==> src/rtl/intx_msg_gen.sv <==
module intx_msg_gen #(
  parameter int NUM_FUNC = 8
) (
  input  logic                  clk,
  input  logic                  rst_n,
  input  logic                  link_up,
  input  logic [NUM_FUNC-1:0]   func_irq,
  input  logic [3*NUM_FUNC-1:0] func_pin,
  input  logic [NUM_FUNC-1:0]   func_irq_dis,
  output logic [NUM_FUNC-1:0]   irq_status,
  output logic                  msg_valid,
  input  logic                  msg_ready,
  output logic [1:0]            msg_wire,
  output logic                  msg_assert
);
  localparam int NW = 4;

  logic [NW-1:0] wire_or, wire_q, edge_w, pend_v, pend_k, take;
  logic [1:0]    sel;
  logic          any_pend, load_en;
  logic          out_valid, out_assert;
  logic [1:0]    out_wire;

  always_comb begin
    wire_or = '0;
    for (int f = 0; f < NUM_FUNC; f++)
      for (int w = 0; w < NW; w++)
        if (!func_irq_dis[f] && func_pin[3*f +: 3] == 3'(w + 1))
          wire_or[w] = wire_or[w] | func_irq[f];
  end

  assign edge_w = wire_or ^ wire_q;

  always_comb begin
    any_pend = 1'b0;
    sel = '0;
    for (int w = NW - 1; w >= 0; w--)
      if (pend_v[w]) begin
        any_pend = 1'b1;
        sel = 2'(w);
      end
  end

  assign load_en = !out_valid || msg_ready;
  assign take    = (any_pend && load_en) ? (NW'(1) << sel) : '0;

  always_ff @(posedge clk or negedge rst_n) begin
    if (!rst_n) irq_status <= '0;
    else        irq_status <= func_irq;
  end

  always_ff @(posedge clk or negedge rst_n) begin
    if (!rst_n) begin
      wire_q <= '0;
      pend_v <= '0;
      pend_k <= '0;
    end else if (!link_up) begin
      wire_q <= '0;
      pend_v <= '0;
      pend_k <= '0;
    end else begin
      wire_q <= wire_or;
      for (int w = 0; w < NW; w++) begin
        if (edge_w[w]) begin
          if (pend_v[w] && !take[w]) pend_v[w] <= 1'b0;
          else begin
            pend_v[w] <= 1'b1;
            pend_k[w] <= wire_or[w];
          end
        end else if (take[w]) begin
          pend_v[w] <= 1'b0;
        end
      end
    end
  end

  always_ff @(posedge clk or negedge rst_n) begin
    if (!rst_n) begin
      out_valid  <= 1'b0;
      out_wire   <= '0;
      out_assert <= 1'b0;
    end else if (!link_up) begin
      out_valid  <= 1'b0;
    end else if (load_en) begin
      out_valid <= any_pend;
      if (any_pend) begin
        out_wire   <= sel;
        out_assert <= pend_k[sel];
      end
    end
  end

  assign msg_valid  = out_valid;
  assign msg_wire   = out_wire;
  assign msg_assert = out_assert;

  logic [NW-1:0] told_q;
  always_ff @(posedge clk or negedge rst_n) begin
    if (!rst_n)                        told_q <= '0;
    else if (!link_up)                 told_q <= '0;
    else if (msg_valid && msg_ready)   told_q[msg_wire] <= msg_assert;
  end


  status_follow_chk: assert property (@(posedge clk) disable iff (!rst_n)
    $past(rst_n) |-> irq_status == $past(func_irq));


  hold_msg_chk: assert property (@(posedge clk) disable iff (!rst_n)
    (msg_valid && !msg_ready && link_up) |=>
      (msg_valid && $stable(msg_wire) && $stable(msg_assert)));


  link_clear_chk: assert property (@(posedge clk) disable iff (!rst_n)
    !link_up |=> !msg_valid);


  alternate_chk: assert property (@(posedge clk) disable iff (!rst_n)
    msg_valid |-> msg_assert != told_q[msg_wire]);
endmodule

==> config.mk <==
export PLATFORM = sky130hd
export DESIGN_NAME = intx_msg_gen
export DESIGN_NICKNAME = d
export VERILOG_FILES = /design/src/rtl/intx_msg_gen.sv
export SDC_FILE = /design/constraint.sdc
export NUM_CORES = 1
export LEC_CHECK = 0
export BUFFER_PORTS_ARGS = -buffer_cell sky130_fd_sc_hd__buf_2
export CAP_MARGIN = 40
export CORE_ASPECT_RATIO = 1.5
export CORE_MARGIN = 4
export CORE_UTILIZATION = 35
export CTS_CLUSTER_DIAMETER = 200
export DETAILED_ROUTE_END_ITERATION = 10
export PLACE_DENSITY_LB_ADDON = 0.05
export SYNTH_ARGS = -nofsm -noshare
export SYNTH_HDL_FRONTEND = slang
export SYNTH_SLANG_ARGS = --single-unit
==> constraint.sdc <==
create_clock -name clk -period 1.7 [get_ports clk]
set_input_delay 0.51 -clock clk [delete_from_list [all_inputs] [get_ports clk]]
set_output_delay 0.51 -clock clk [all_outputs]
set_load 0.01 [all_outputs]
==> reports/metrics.yaml <==
outcome:
  status: "finished, final reports clean"
hold_path:
  hold_path.class: "in2async"
grt:
  track_usage_pct: 16.5
  antenna_found_initial: 0
  grt_pass1_vias: 1528
  grt.overflow.total: 0
  grt_first_pass_wirelength_um: 6740
  grt_max_degree: 25
setup_path:
  crit_arrival_ns: 1.89
  worstSetupStartpointType: "input pin"
  crit_type: "in2reg"
  crit_fanout: 2
  setup.worst_path.end_class: "flip-flop"
  timing.rr.start: "msg_valid"
  required_ns: 1.90
  critPathLaunch: "func_pin[4]"
logic_synthesis:
  async_reset_ff_share_pct: 100
  yosysWarnings: 0
  yosys.cell_types.count: 45
  syn_avg_cell_area_um2: 9.27
  ys_seq_area_share_pct: 41.3
  synth_fp_nets: 201
  synth_area_leader_cell: "dfrtp_1"
  synth_top_area_share_pct: 41.3
  synthTopCellsByArea: "dfrtp_1, nor4b_1, a21oi_1"
  synth-edff-count: 0
  post-synth-top-count-cell: "dfrtp_1"
  synth-seq-cells: 24
  synthTopCellsByCount: "dfrtp_1, nor2_1, a21oi_1, nand2_1, nor4b_1"
  ys.flop_type: "dfrtp_1"
  synthCells: 157
  netlist_area_um2: 1460
floorplan:
  core.rowCount: 28
  start_util_pct: 36.4
  dieArea_um2: 5270
  die_y_um: 87.0
  die_x_um: 60.6
  core_um2: 3990
  io-pin-count: 56
clock_network:
  post_cts_buffers: 0
  ctsHtreeMaxLevel: 1
  cts_buffers: 3
  cts_tree: "built"
  cts_sinks: 24
  clockBufferDepth: 2
  insertion_delay_ns: 0.26
  clk_pin_slew_ns: 0.09
  cts-root-buf: "clkbuf_8"
power_and_ir_drop:
  peakVddDrop_mv: 0.466
  seqPwrFrac_pct: 47.0
  switchingPower_uw: 444
  sw_frac_of_total_pct: 30.4
  power.leakage_uw: 0.000974
  power.internal_uw: 1020
  pwr-share-clk_pct: 23.6
  power_density_nw_per_um2: 719
  combPwrFrac_pct: 29.4
placed_design:
  hpwl_um: 3310
  gp_congestion: 0.821
  placed_cell_area_um2: 1910
  port-buffer-count: 55
sta:
  holdWs_ns: 0.223
  fin_crit_sh_pct: 99.4
  finalSetupViolCount: 0
  period_needed_ns: 1.69
  finClkSkew_ns: 0.00356
  max_freq_mhz: 592
  maxSlewHeadroom_pct: 62.6
  tightest_slew_ns: 0.562
  slew_violations: 0
  finalHoldViolCount: 0
  rsz0062_at_grt: "true"
route:
  post-route-drc-count: 0
  vias: 1472
  vias_per_cell: 5.37
  drt-total-wl_um: 4020
  dr.first_iter.drc_count: 43
  wl_per_cell_um: 14.7
  first_pass_iters: 4
  ant_nets: 0
cells_and_area:
  fillers: 416
  fin_nets: 275
  diodes: 0
  syn_to_final_growth_pct: 39.5
  stdcell_area_um2: 2030
  layout-drive-gt1-share_pct: 38.0
flow_run:
  max_cap_violations: 0
-- final timing paths --
path,endpoint,slack [ns],depth (start not counted)
min in group clk,irq_status[1],0.35,1
max reg2reg,pend_v[3],0.11,6
min,msg_wire[1],0.22,1
max,pend_v[1],0.01,6
max in group asynchronous,pend_v[2],1.10,1
min reg2reg,msg_assert,0.48,1
-- cell usage in the layout (no fill, tap or decap), types with 2 or more instances in the layout --
cell type / n
buf_2: 52
o22ai_1: 2
a21oi_2: 2
buf_6: 3
nand2b_1: 6
dfrtp_1: 24
xnor2_1: 2
nor3_1: 2
o2bb2ai_1: 2
nor4b_1: 8
nand3_1: 6
xor2_1: 2
o21ai_0: 6
or3_4: 2
a21o_1: 2
nor3b_1: 4
nor2b_1: 4
a21oi_1: 9
nor4_1: 3
inv_1: 7
o21a_1: 2
and3b_1: 3
buf_4: 17
or4_1: 2
nor2_1: 13
clkbuf_8: 3
or3b_1: 2
nand2_1: 8
nor4bb_1: 2
or3_1: 5
a22oi_1: 2
-- cell families (layout without fill, tap and decap cells) --
family,count (synthesis),count (layout),share of synthesized area (%)
DFF,24,24,41.3
buffers and inverters,10,82,2.75
and+or+nand+nor,82,82,36.4
xor gates and xnor gates,4,4,2.41
AOI/OAI and AO/OA,37,37,17.2
-- registers in the layout, summed over array words and instances (netlist names) --
name        cells
msg_assert      1
wire_q          4
msg_wire        2
pend_k          4
irq_status      8
msg_valid       1
pend_v          4
-- through the flow --
stage	util (%)	TNS, ns	cells	setup WS, ns	total power, uW
6_report	50.8	0	274	0.0105	1460
5_1_grt	50.8	-0.0458	274	-0.0237	1570
4_1_cts	48.8	0	274	0.00825	1450
3_5_place_dp	47.7	-1.65	271	-0.273	1100
3_3_place_gp	47.7	-1.40	271	-0.252	1090
2_1_floorplan	-	-0.188	157	-0.126	899
-- power groups by stage --
| stage | logic, uW | registers (uW) | clock network [uW] |
|---|---|---|---|
| final | 429 | 686 | 345 |
| after global routing | 489 | 694 | 384 |
| after CTS | 409 | 682 | 358 |
| after detailed placement | 407 | 694 | 0 |
| after global placement | 399 | 691 | 0 |
| after floorplan | 196 | 703 | 0 |
-- what timing repair did --
item,in CTS,in global routing
hold buffers,0,0
gates resized for setup,0,15
setup endpoints to repair,0,3
-- worst max-delay path, stage by stage --
cell	delay, ns
buf_6	0.09
nor4bb_4	0.16
nor2b_4	0.12
or4_4	0.53
or3_4	0.38
a21oi_2	0.11
-- metal layers --
metal | track usage [%] | routed length, um | vias to the layer above
met5 | 0 | 0 | -
met4 | 4.54 | 80 | 0
met3 | 1.93 | 166 | 8
met2 | 30.1 | 2180 | 41
met1 | 19.7 | 1590 | 686
li1 | - | - | 737
-- area by class of cell --
cell class / count / area (um2) / area share (%)
repair buffers: 72 / 422 / 20.8
inverters: 7 / 26.3 / 1.29
clock buffers: 3 / 41.3 / 2.03
well taps: 45 / 56.3 / 2.77
flip-flops and latches: 24 / 601 / 29.6
multi-input cells: 123 / 883 / 43.5
Power figures use the tool's default switching activity.
